### config.mk
export PLATFORM = sky130hd
export DESIGN_NAME = slv_link_responder
export DESIGN_NICKNAME = d
export VERILOG_FILES = /design/src/rtl/slv_link_pkg.sv /design/src/rtl/slv_deframer.sv /design/src/rtl/slv_strobe_gen.sv /design/src/rtl/slv_tx_serializer.sv /design/src/rtl/slv_link_responder.sv
export SDC_FILE = /design/constraint.sdc
export NUM_CORES = 1
export LEC_CHECK = 0
export ABC_AREA = 1
export BUFFER_PORTS_ARGS = -buffer_cell sky130_fd_sc_hd__buf_2
export CORE_MARGIN = 1.5
export CORE_UTILIZATION = 61
export CTS_CLUSTER_SIZE = 10
export DETAILED_ROUTE_END_ITERATION = 7
export PLACE_DENSITY = 0.9
export SYNTH_ARGS = -nofsm -noshare
export SYNTH_HDL_FRONTEND = slang
export SYNTH_SLANG_ARGS = --single-unit
export TNS_END_PERCENT = 50
### constraint.sdc
create_clock -name clk -period 3.6 [get_ports clk]
set_input_delay 0.36 -clock clk [delete_from_list [all_inputs] [get_ports clk]]
set_output_delay 0.36 -clock clk [all_outputs]
set_load 0.05 [all_outputs]
### src/rtl/slv_link_pkg.sv
package slv_link_pkg;
    localparam int CTRL_W      = 6;
    localparam int DATA_W      = 18;
    localparam int SPI_CLK_BIT = 7;
    localparam int SPI_DAT_BIT = 6;

    typedef enum logic [1:0] {
        FT_BAD   = 2'b00,
        FT_WRITE = 2'b01,
        FT_READ  = 2'b10,
        FT_SPI   = 2'b11
    } frame_type_e;

    typedef struct packed {
        frame_type_e         ftype;
        logic                sel;
        logic [CTRL_W-1:0]   ctrl;
        logic [DATA_W-1:0]   data;
    } frame_t;

    localparam int FRAME_W = $bits(frame_t);
    localparam int RSP_W   = DATA_W + CTRL_W;

    typedef enum logic [1:0] {
        S_IDLE = 2'd0,
        S_LOW  = 2'd1,
        S_TX   = 2'd2
    } state_e;

    // SPI clock and data sit in the two top control bits
    function automatic logic [DATA_W-1:0] spi_mirror(
        input logic [DATA_W-1:0] cur,
        input logic [CTRL_W-1:0] c
    );
        logic [DATA_W-1:0] r;
        r = cur;
        r[SPI_CLK_BIT] = c[CTRL_W-1];
        r[SPI_DAT_BIT] = c[CTRL_W-2];
        return r;
    endfunction
endpackage

### src/rtl/slv_deframer.sv
module slv_deframer
    import slv_link_pkg::*;
#(
    parameter int W = FRAME_W
) (
    input  logic   clk,
    input  logic   rst,
    input  logic   en,
    input  logic   rx_valid,
    input  logic   rx_sof,
    input  logic   rx_bit,
    output frame_t frm,
    output logic   done
);
    localparam int CW = $clog2(W + 1);

    logic [W-2:0]  sh;
    logic [CW-1:0] cnt;

    always_ff @(posedge clk) begin
        if (rst) begin
            sh  <= '0;
            cnt <= '0;
        end else if (en && rx_valid) begin
            if (rx_sof) begin
                sh  <= {sh[W-3:0], rx_bit};
                cnt <= CW'(1);
            end else if (cnt != '0) begin
                sh  <= {sh[W-3:0], rx_bit};
                cnt <= (cnt == CW'(W - 1)) ? '0 : cnt + CW'(1);
            end
        end
    end

    assign done = en && rx_valid && !rx_sof && (cnt == CW'(W - 1));
    assign frm  = frame_t'({sh, rx_bit});
endmodule

### src/rtl/slv_strobe_gen.sv
module slv_strobe_gen #(
    parameter int LOW_CYC = 4,
    parameter int N_STB   = 2
) (
    input  logic             clk,
    input  logic             rst,
    input  logic             en,
    input  logic             fire,
    input  logic             sel,
    output logic [N_STB-1:0] stb_n,
    output logic             rise
);
    localparam int CW = $clog2(LOW_CYC + 1);

    logic          active;
    logic          sel_q;
    logic [CW-1:0] cnt;

    always_ff @(posedge clk) begin
        if (rst) begin
            active <= 1'b0;
            sel_q  <= 1'b0;
            cnt    <= '0;
        end else if (en) begin
            if (fire) begin
                active <= 1'b1;
                sel_q  <= sel;
                cnt    <= CW'(LOW_CYC - 1);
            end else if (active) begin
                if (cnt == '0) active <= 1'b0;
                else           cnt    <= cnt - CW'(1);
            end
        end
    end

    assign rise = en && active && (cnt == '0);

    for (genvar i = 0; i < N_STB; i++) begin : g_stb
        assign stb_n[i] = !(active && (sel_q == 1'(i)));
    end
endmodule

### src/rtl/slv_tx_serializer.sv
module slv_tx_serializer #(
    parameter int W = 24
) (
    input  logic         clk,
    input  logic         rst,
    input  logic         en,
    input  logic         load,
    input  logic [W-1:0] load_val,
    output logic         busy,
    output logic         tx_bit,
    output logic         last
);
    localparam int CW = $clog2(W + 1);

    logic [W-1:0]  sh;
    logic [CW-1:0] cnt;

    always_ff @(posedge clk) begin
        if (rst) begin
            sh  <= '0;
            cnt <= '0;
        end else if (en) begin
            if (load) begin
                sh  <= load_val;
                cnt <= CW'(W);
            end else if (cnt != '0) begin
                sh  <= {sh[W-2:0], 1'b0};
                cnt <= cnt - CW'(1);
            end
        end
    end

    assign busy   = (cnt != '0);
    assign last   = en && (cnt == CW'(1));
    assign tx_bit = sh[W-1];
endmodule

### src/rtl/slv_link_responder.sv
module slv_link_responder
    import slv_link_pkg::*;
#(
    parameter int STB_LOW = 4
) (
    input  logic              clk,
    input  logic              rst,
    input  logic              stby,
    input  logic              rx_valid,
    input  logic              rx_sof,
    input  logic              rx_bit,
    output logic              tx_valid,
    output logic              tx_bit,
    output logic              line_dir,
    input  logic [DATA_W-1:0] data_i,
    output logic [DATA_W-1:0] data_o,
    output logic              data_oe,
    output logic [CTRL_W-1:0] ctrl_o,
    output logic              wstb0_n,
    output logic              wstb1_n,
    output logic              err_o
);
    state_e            state;
    logic              rd_q;
    logic [DATA_W-1:0] data_q;
    logic [CTRL_W-1:0] ctrl_q;
    logic              oe_q;
    logic              err_q;

    frame_t     frm;
    logic       fdone;
    logic       fire;
    logic       stb_rise;
    logic [1:0] stb_n;
    logic       tx_load;
    logic       tx_last;
    logic       run;

    assign run = !stby;

    slv_deframer #(.W(FRAME_W)) u_rx (
        .clk      (clk),
        .rst      (rst),
        .en       (run && state == S_IDLE),
        .rx_valid (rx_valid),
        .rx_sof   (rx_sof),
        .rx_bit   (rx_bit),
        .frm      (frm),
        .done     (fdone)
    );

    assign fire = fdone && (frm.ftype == FT_WRITE || frm.ftype == FT_READ);

    slv_strobe_gen #(.LOW_CYC(STB_LOW), .N_STB(2)) u_stb (
        .clk   (clk),
        .rst   (rst),
        .en    (run),
        .fire  (fire),
        .sel   (frm.sel),
        .stb_n (stb_n),
        .rise  (stb_rise)
    );

    assign tx_load = stb_rise && rd_q && (state == S_LOW);

    slv_tx_serializer #(.W(RSP_W)) u_tx (
        .clk      (clk),
        .rst      (rst),
        .en       (run),
        .load     (tx_load),
        .load_val ({data_i, {CTRL_W{1'b0}}}),
        .busy     (tx_valid),
        .tx_bit   (tx_bit),
        .last     (tx_last)
    );

    always_ff @(posedge clk) begin
        if (rst) begin
            state  <= S_IDLE;
            rd_q   <= 1'b0;
            data_q <= '0;
            ctrl_q <= '0;
            oe_q   <= 1'b0;
            err_q  <= 1'b0;
        end else if (run) begin
            unique case (state)
                S_IDLE: if (fdone) begin
                    unique case (frm.ftype)
                        FT_WRITE: begin
                            data_q <= frm.data;
                            ctrl_q <= frm.ctrl;
                            oe_q   <= 1'b1;
                            rd_q   <= 1'b0;
                            state  <= S_LOW;
                        end
                        FT_READ: begin
                            ctrl_q <= frm.ctrl;
                            oe_q   <= 1'b0;
                            rd_q   <= 1'b1;
                            state  <= S_LOW;
                        end
                        FT_SPI: begin
                            ctrl_q <= frm.ctrl;
                            data_q <= spi_mirror(data_q, frm.ctrl);
                            oe_q   <= 1'b1;
                        end
                        default: err_q <= 1'b1;
                    endcase
                end
                S_LOW: if (stb_rise) state <= rd_q ? S_TX : S_IDLE;
                S_TX:  if (tx_last)  state <= S_IDLE;
                default: state <= S_IDLE;
            endcase
        end
    end

    assign line_dir = (state == S_LOW && rd_q) || (state == S_TX);
    assign data_o   = data_q;
    assign ctrl_o   = ctrl_q;
    assign data_oe  = oe_q;
    assign err_o    = err_q;
    assign wstb0_n  = stb_n[0];
    assign wstb1_n  = stb_n[1];
endmodule

Word-level counts from Yosys, hierarchy flattened. Cells that the tools add are included.

Flip-flop bits (word level): 94. Latch bits: 0. Memory bits (writable): 0. Memory bits (read-only): 0. Input port bits: 24. Logic and storage cells: 100. Memories: 0.

Add/subtract/negate cells: 3. $mul: 0. Div/mod/pow operators: 0. $lt $le $gt $ge: 0. Equal/unequal tests: 12. Shift operators: 0. Muxes and demuxes: 24. Bitwise gates (word level): 4. Reduce and logical (&&, ||, !) cells: 43.

Operators by type and width (count): 2-to-1 mux 26 bit (2); 2-to-1 mux 24 bit (2); case mux 18 bit (2 select lines) (1); 2-to-1 mux 5 bit (5); AND reduction 4 bit (5); logical AND 1 bit (13); nonzero test 2 bit (6); 2-to-1 mux 2 bit (5); != test 2 bit, second input constant (5); AND reduction 5 bit (2); nonzero test 5 bit (2); 2-to-1 mux 3 bit (3); equality test 2 bit, second input constant (3); case mux 2 bit (3 select lines) (1); AND reduction 2 bit (3); adder 5 x 1 -> 5 bit, second input constant (1); equality test 5 x 1 -> 1 bit, second input constant (1); equality test 5 bit, second input constant (1); subtractor 5 x 1 -> 5 bit, second input constant (1); equality test 2 x 1 -> 1 bit, second input constant (2); logical NOT 1 bit (4); inverter 1 bit (4); case mux 1 bit (2 select lines) (2); OR reduction 2 bit (2); 7 further kinds (10).

Longest topological paths before layout. Gate-level depths: netlist of the first run.

Depth in word-level cells: 8. Depth in mapped cells: 11. Depth with buffers taken out: 10.

Hierarchy. Synthesis of the first run repeated with hierarchy kept, for this count alone.

Cells, all modules: 648. Area total of the unflattened synthesis: 4767.1 um^2.

Modules (own cells, without submodules): slv_tx_serializer (instances 1, cells each 251, area each 1647.8 um^2, sequential area each 580.6 um^2); slv_link_responder (instances 1, cells each 183, area each 1495.2 um^2, sequential area each 580.6 um^2); slv_deframer (instances 1, cells each 173, area each 1353.8 um^2, sequential area each 620.6 um^2); slv_strobe_gen (instances 1, cells each 41, area each 270.3 um^2, sequential area each 100.1 um^2).

Worst setup path after synthesis of the first run. OpenSTA, ideal clock, no wires.

Path kind: register to register. Start: register u_tx.cnt[0]. End: register u_tx.sh[23]. Library setup time: 116 ps. Arrival time: 1714 ps. Setup slack: 1770 ps. Cell stages (with the launch flop): 9. Buffers on the path: 1. Period minus slack after synthesis: 1830 ps. Cell sequence: dfxtp_1 -> inv_1 -> ha_1 -> nand3_1 -> nand2_1 -> nand2_4 -> buf_4 -> o21ai_0 -> nor2_1.

Longest elaborated chain between the ends: 3.

Ends and longest elaborated chain: start, declared (RTL line slv_tx_serializer.sv:16) `logic [CW-1:0] cnt;`; start signal, assigned (RTL line slv_tx_serializer.sv:25) `cnt <= CW'(W);`; start signal, assigned (RTL line slv_tx_serializer.sv:28) `cnt <= cnt - CW'(1);`; nonzero test 5 bit; named net tx_valid (RTL line slv_link_responder.sv:12) `output logic tx_valid,`; nonzero test 2 bit (no source line); AND reduction 2 bit (no source line); end signal, assigned (RTL line slv_tx_serializer.sv:24) `sh <= load_val;`; end signal, assigned (RTL line slv_tx_serializer.sv:27) `sh <= {sh[W-2:0], 1'b0};`; end, declared (RTL line slv_tx_serializer.sv:15) `logic [W-1:0] sh;`.

The timed path passes the listed nets, and every way through them passes these cells. A chain may end at the register's enable or synchronous reset.

Worst setup path after layout of the first run.
Start: register u_stb.cnt[0]. End: register u_tx.sh[13].

Longest elaborated chain between the ends: 6. Elaborated cells on any way between the ends: 7. Those cells by class: mux: 1; reduce/logical: 6.

Ends and longest elaborated chain: start, declared (RTL line slv_strobe_gen.sv:17) `logic [CW-1:0] cnt;`; start signal, assigned (RTL line slv_strobe_gen.sv:28) `cnt <= CW'(LOW_CYC - 1);`; start signal, assigned (RTL line slv_strobe_gen.sv:31) `else cnt <= cnt - CW'(1);`; logical NOT 3 bit * (RTL line slv_strobe_gen.sv:36) `assign rise = en && active && (cnt == '0);`; logical AND 1 bit * (RTL line slv_strobe_gen.sv:36); logical AND 1 bit * (2 in a row) (RTL line slv_link_responder.sv:64) `assign tx_load = stb_rise && rd_q && (state == S_LOW);`; nonzero test 2 bit (no source line); AND reduction 2 bit (no source line).

Every way passes the cells marked *; elsewhere a longest branch is shown, timed or not.

==> results of run 1 <==
## worst max-delay path by stage
stage                        endpoint  cells past startpoint
after floorplan           u_tx.sh[23]                      8
after global placement    u_tx.sh[23]                      9
after detailed placement  u_tx.sh[11]                      9
after CTS                 u_tx.sh[19]                      9
after global routing      u_tx.sh[20]                      9
final                     u_tx.sh[13]                      9
## cells in the mapped netlist, types with 2 or more instances
library cell	instances	share of area (%)
a21oi_1	21	2.6
buf_1	4	0.37
buf_2	6	0.75
buf_4	5	0.93
buf_6	2	0.56
clkbuf_1	10	0.93
dfxtp_1	88	44
ha_1	11	3.4
inv_1	25	2.3
inv_2	5	0.47
nand2_1	109	10
nand2_2	3	0.47
nand2_4	2	0.56
nand3_1	51	6.3
nand4_1	3	0.47
nor2_1	114	11
nor2_2	22	3.4
nor2_4	3	0.84
nor3_1	9	1.1
o21ai_0	55	6.8
o21bai_1	2	0.37
xor2_1	3	0.65
## metrics by stage
step	setup slack [ns]	instance area (sq um)	hold slack, ns
final	1.328	4403	0.2963
after global routing	1.129	4403	0.2999
after CTS	1.359	4403	0.2866
after detailed placement	1.356	4250	0.4541
after global placement	1.436	4250	0.4477
after floorplan	1.770	4024	0.4291
## cells by family after synthesis
group | count (synthesis) | share of synthesized area, %
xor+xnor | 4 | 0.8708
flops | 88 | 43.78
fa+ha+maj | 11 | 3.420
simple gates | 319 | 34.79
buf+inv | 61 | 7.307
compound gates | 78 | 9.826
## state kept, by name (all words and copies together) (netlist names), 2 cells and up
name       cells
u_rx.sh       26
data_o        18
u_tx.sh       18
ctrl_o         6
u_rx.cnt       5
u_tx.cnt       5
u_stb.cnt      3
state          2
## layout by cell type (no fill, tap or decap), types with 5 or more instances in the layout
cell / instances
inv_1: 25
nor2_1: 114
nor2_2: 22
ha_1: 11
nor3_1: 9
nand3_1: 51
inv_2: 5
a21oi_1: 21
buf_2: 54
clkbuf_8: 9
nand2_1: 109
dfxtp_1: 88
o21ai_0: 55
clkinv_2: 5
## final cells by class
class / count / area [sq um]
well taps: 77 / 96.34
flip-flops and latches: 88 / 1762
clock inverters: 5 / 25.02
repair buffers: 57 / 292.8
inverters: 33 / 131.4
fillers: 497 / 1947
clock buffers: 10 / 127.6
multi-input cells: 412 / 1968
## routing by layer
layer,GRT usage (%),up-vias
li1,-,1871
met1,32.05,1661
met2,42.47,96
met3,5.605,20
met4,9.985,0
met5,0,-
## tightest hold or removal path, delay by kind of cell
kind,cells,cell delay (ns)
buf+inv,1,0.10
compound gates,1,0.06
simple gates,1,0.08
## power by group through the flow
stage / Clock [mW] / Sequential, mW / Combinational [mW]
2_1_floorplan: 0 / 1.03 / 0.0806
3_3_place_gp: 0 / 1.03 / 0.105
3_5_place_dp: 0 / 1.03 / 0.109
4_1_cts: 0.573 / 1.01 / 0.109
5_1_grt: 0.609 / 1.01 / 0.125
6_report: 0.566 / 1.01 / 0.110
==> reports/metrics.yaml, run 1 <==
outcome: "complete, no violations"
synth-seq-cells: 88
syn_area_per_cell_sq_um: 7.173
met3WireLength_microns: 449
wl_per_cell_microns: 12.82
powerDensity_mw_per_mm2: 382.5
critical-path-max-stage-delay_ns: 0.39
holdPathStages: 3
ys_warn_count: 0
hp-class: "in2reg"
die_w_microns: 84.22
fp.dieArea_sq_mm: 0.007093
area_delta_synth_final_pct: 9.422
timing.rr.start: "u_stb.cnt[0]"
drt-met1-wl_microns: 3867
ios: 55
finalCritPeriodShare_pct: 63.11
drc: 0
io_buffer_count: 54
endpoint_kind: "flop"
p_sw_mw: 0.4118
worst_pin_slew_ns: 0.8702
fin_setup_tns_ns: 0
critPathSlowestCell: "nand2_2"
cts_tree: "built"
critPathKind: "reg2reg"
finalHoldViolCount: 0
rsz0062_at_grt: "false"
required_ns: 3.84
rows: 29
total_power_mw: 1.684
maxCapViolations: 0
yosysSeqAreaShare_pct: 43.78
fin_crit_ns: 2.272
cts.sinks: 88
ant_nets: 0
synth_cells: 561
rrSetupSlack_ns: 1.33
die_h_microns: 84.22
clock_skew_ns: 0.008564
intPower_mw: 1.272
grt_antenna_before_repair: 0
syn_area_sq_mm: 0.004024
final_nets: 636
worstPathCellList: "inv_1 > ha_1 > nand2_1 > nor2_4 > nand2_2 > nand2_4 > inv_2 > nor2_1 > nor2_1"
leakagePower_nw: 1.999
fmax_ghz: 0.4401
worst_skew_pair.late_latency_ns: 0.36
r2r_cells: 9
cts_hold_buf: 0
first_pass_iters: 5
path_buf_inv: 2
synth_ff_type: "dfxtp_1"
clk_pin_slew_worst_paths_ns: 0.07
cp_top_family: "simple AND/OR/NAND/NOR gates"
numCtsBuffers: 9
place_congestion: 0.8108
syn_nets: 596
num_antenna_cells: 0
clockRootBuffer: "clkbuf_8"
first_global_vias: 3435
cts_resized: 0
synth_edf_count: 0
slew_violations: 0
vdd_ir_drop_max_mv: 0.2738
cp_max_fo: 24
final_core_utilization_pct: 69.34
cts_buffer_depth: 2
wirelength_microns: 8744
drt_iter0_drc: 247
synth_cell_type_count: 30
r2r_end: "u_tx.sh[13]"
swShare_pct: 24.45
combPwrFrac_pct: 6.5
dp_cells: 667
startpoint_type: "flop"
grt.total_usage_pct: 25.41
ys_async_sr_fraction_pct: 0
power_frac_seq_pct: 59.9
top_layer: "met4"
clockPowerShare_pct: 33.6
cts_setup_buffers: 0
crit_start: "u_stb.cnt[0]"
vias: 3648
setup_violations: 0
grt_pass1_wl_microns: 14840
cp_common_cell: "nor2_1"
drive_gt1_share_pct: 18.18
final_cells: 682
worstHoldStart: "data_i[0]"
crit_arrival_ns: 2.51
start_util_pct: 63.37
relSlewSlack_pct: 41.93
htree_levels: 3
grt-ovfl-total: 0
detailed_place_hpwl_microns: 6047
wl_met2_microns: 4244
grt_max_degree: 36
core_sq_mm: 0.006350
via_per_inst: 5.349
worst_hold_path.endpoint: "u_tx.sh[6]"
No activity file was read; power rests on OpenSTA's default activity.
==> run 2, diff against run 1 <==
--- a/config.mk
+++ b/config.mk
@@ -8,10 +8,10 @@
 export ABC_AREA = 1
 export BUFFER_PORTS_ARGS = -buffer_cell sky130_fd_sc_hd__buf_2
 export CORE_MARGIN = 1.5
-export CORE_UTILIZATION = 61
+export CORE_UTILIZATION = 52
 export CTS_CLUSTER_SIZE = 10
 export DETAILED_ROUTE_END_ITERATION = 7
-export PLACE_DENSITY = 0.9
+export PLACE_DENSITY = 0.82
 export SYNTH_ARGS = -nofsm -noshare
 export SYNTH_HDL_FRONTEND = slang
 export SYNTH_SLANG_ARGS = --single-unit
==> constraint.sdc (replaced) <==
create_clock -name clk -period 1.9 [get_ports clk]
set_input_delay 0.19 -clock clk [delete_from_list [all_inputs] [get_ports clk]]
set_output_delay 0.19 -clock clk [all_outputs]
set_load 0.05 [all_outputs]
==> run 2 against run 1 <==
  * Clock-buffer cell count decreased by 1
  * Via count down 1.5%
  * Cell count is 4.1% higher
  * Critical path depth decreased by 4
  * Routed wire length down 3.1%
  * Sequential cell count is the same
  * Power up 110%
  * Clock skew rose by 0.0033 ns
  * First-iteration DRC count is 2.8% lower
  * Largest cell class unchanged
  * Largest power group unchanged
==> reports/metrics.yaml, run 2 (synthesis results as in run 1) <==
fin_crit_ns: 1.727
final_cell_mix: "nor2_1, nand2_1, dfxtp_1"  # unchanged
clk_pin_slew_worst_paths_ns: 0.09  # was 0.07 ns
die_h_microns: 90.97  # was 84.22 microns
detailed_place_hpwl_microns: 5894  # was 6047 microns
cp_max_fo: 3  # was 24
cts_setup_buffers: 0  # unchanged
leakagePower_nw: 2.047  # was 1.999 nW
clockRootBuffer: "clkbuf_8"  # unchanged
fp.dieArea_sq_mm: 0.008275  # was 0.007093 sq mm
largest_reg_flops: 26  # unchanged
drc: 0  # unchanged
final_nets: 641  # was 636
rows: 31  # was 29
grt_pass1_wl_microns: 14650  # was 14840 microns
cts.sinks: 88  # unchanged
worst_pin_slew_ns: 0.4409  # was 0.8702 ns
hp-class: "in2reg"  # unchanged
powerDensity_mw_per_mm2: 762.8  # was 382.5 mW/mm^2
numCtsBuffers: 9  # unchanged
final_area_sq_mm: 0.004529  # was 0.004403 sq mm
finalHoldViolCount: 0  # unchanged
fin_setup_tns_ns: 0  # unchanged
cts_tree: "built"  # unchanged
timing.rr.start: "u_rx.cnt[0]"  # was u_stb.cnt[0]
first_pass_iters: 5  # unchanged
place_congestion: 0.8828  # was 0.8108
relSlewSlack_pct: 70.56  # was 41.93%
rsz0062_at_grt: "false"  # unchanged
crit_arrival_ns: 1.54  # was 2.51 ns
drive_gt1_share_pct: 19.15  # was 18.18%
largest-register: "u_rx.sh"  # unchanged
critPathKind: "reg2out"  # was reg2reg
first_global_vias: 3308  # was 3435
worstHoldStart: "rx_bit"  # was data_i[0]
start_util_pct: 54.60  # was 63.37%
outcome: "complete, no violations"  # unchanged
wirelength_microns: 8472  # was 8744 microns
finalCritPeriodShare_pct: 90.91
startpoint_type: "flop"  # unchanged
clock_skew_ns: 0.01186  # was 0.008564 ns
placed_area_sq_mm: 0.004328  # was 0.004250 sq mm
crit_start: "state[1]"  # was u_stb.cnt[0]
dp_cells: 694  # was 667
ant_nets: 0  # unchanged
final_core_utilization_pct: 61.46  # was 69.34%
endpoint_kind: "output port"  # was flop
die_w_microns: 90.97  # was 84.22 microns
setup_violations: 0  # unchanged
vias: 3595  # was 3648
htree_levels: 3  # unchanged
via_per_inst: 5.063  # was 5.349
cts_hold_buf: 0  # unchanged
worst_skew_pair.late_latency_ns: 0.36  # about the same
ios: 55  # unchanged
slew_violations: 0  # unchanged
wl_per_cell_microns: 11.93  # was 12.82 microns
final_cells: 710  # was 682
core_sq_mm: 0.007370  # was 0.006350 sq mm
worstPathCellList: "inv_2 > nand2_1 > nor2_1 > o21bai_1 > buf_2"  # was inv_1 > ha_1 > nand2_1 > nor2_4 > nand2_2 > nand2_4 > inv_2 > nor2_1 > nor2_1
critical-path-max-stage-delay_ns: 0.34  # was 0.39 ns
vdd_ir_drop_max_mv: 0.3985  # was 0.2738 mV
num_antenna_cells: 0  # unchanged
drt_iter0_drc: 240  # was 247
io_buffer_count: 54  # unchanged
grt.total_usage_pct: 21.30  # was 25.41%
layout_commonest_cell: "nor2_1"  # unchanged
area_delta_synth_final_pct: 12.56  # was 9.422%
total_power_mw: 3.455  # was 1.684 mW
maxCapViolations: 0  # unchanged
required_ns: 1.71  # was 3.84 ns
grt-ovfl-total: 0  # unchanged
cts_resized: 0  # unchanged
grt_antenna_before_repair: 0  # unchanged
critPathSlowestCell: "dfxtp_1"  # was nand2_2
fmax_ghz: 0.5789
cts_buffer_depth: 2  # unchanged
grt_max_degree: 62  # was 36
==> run 2: per-layer routing <==
metal | vias to the layer above | wire (microns) | part of all wire, % | GRT usage (%)
li1 | 1874 | - | - | -
met1 | 1635 | 4066 | 48 | 29.34
met2 | 75 | 3953 | 47 | 33.33
met3 | 11 | 353 | 4.2 | 4.690
met4 | 0 | 99 | 1.2 | 6.380
met5 | - | 0 | 0 | 0
==> run 2: cell type report <==
type / instances / area (sq um)
Tap cell: 99 / 123.9
Fill cell: 655 / 2840
Multi-Input combinational cell: 412 / 1968
Clock buffer: 9 / 123.9
Sequential cell: 88 / 1762
Clock inverter: 7 / 77.57
Inverter: 33 / 131.4
Timing Repair Buffer: 62 / 342.8
==> run 2: metrics by stage <==
stage | setup WS (ns) | hold slack [ns]
after global placement | 0.3081 | 0.4494
after floorplan | 0.07004 | 0.2591
after CTS | 0.1946 | 0.1055
after global routing | 0.05152 | 0.1165
after detailed placement | 0.2229 | 0.4604
final | 0.1726 | 0.1067
==> run 2: final timing paths <==
path	cells past startpoint	endpoint	slack [ns]
hold reg to reg	2	data_o[8]	0.47
setup reg to reg	10	data_o[11]	0.22
setup / recovery	5	line_dir	0.17
hold / removal	3	u_rx.sh[0]	0.11
==> run 2: power breakdown <==
group / internal [mW] / switching (mW)
registers: 1.88 / 0.0310
clock network: 0.624 / 0.705
logic: 0.0783 / 0.135
total: 2.58 / 0.871
==> run 2: worst max-delay path, delay by kind of cell, from the launching register on <==
kind	cells	cell delay [ns]
AOI/OAI and AO/OA	1	0.18
DFF	1	0.34
and+or+nand+nor	2	0.30
buffers and inverters	2	0.36
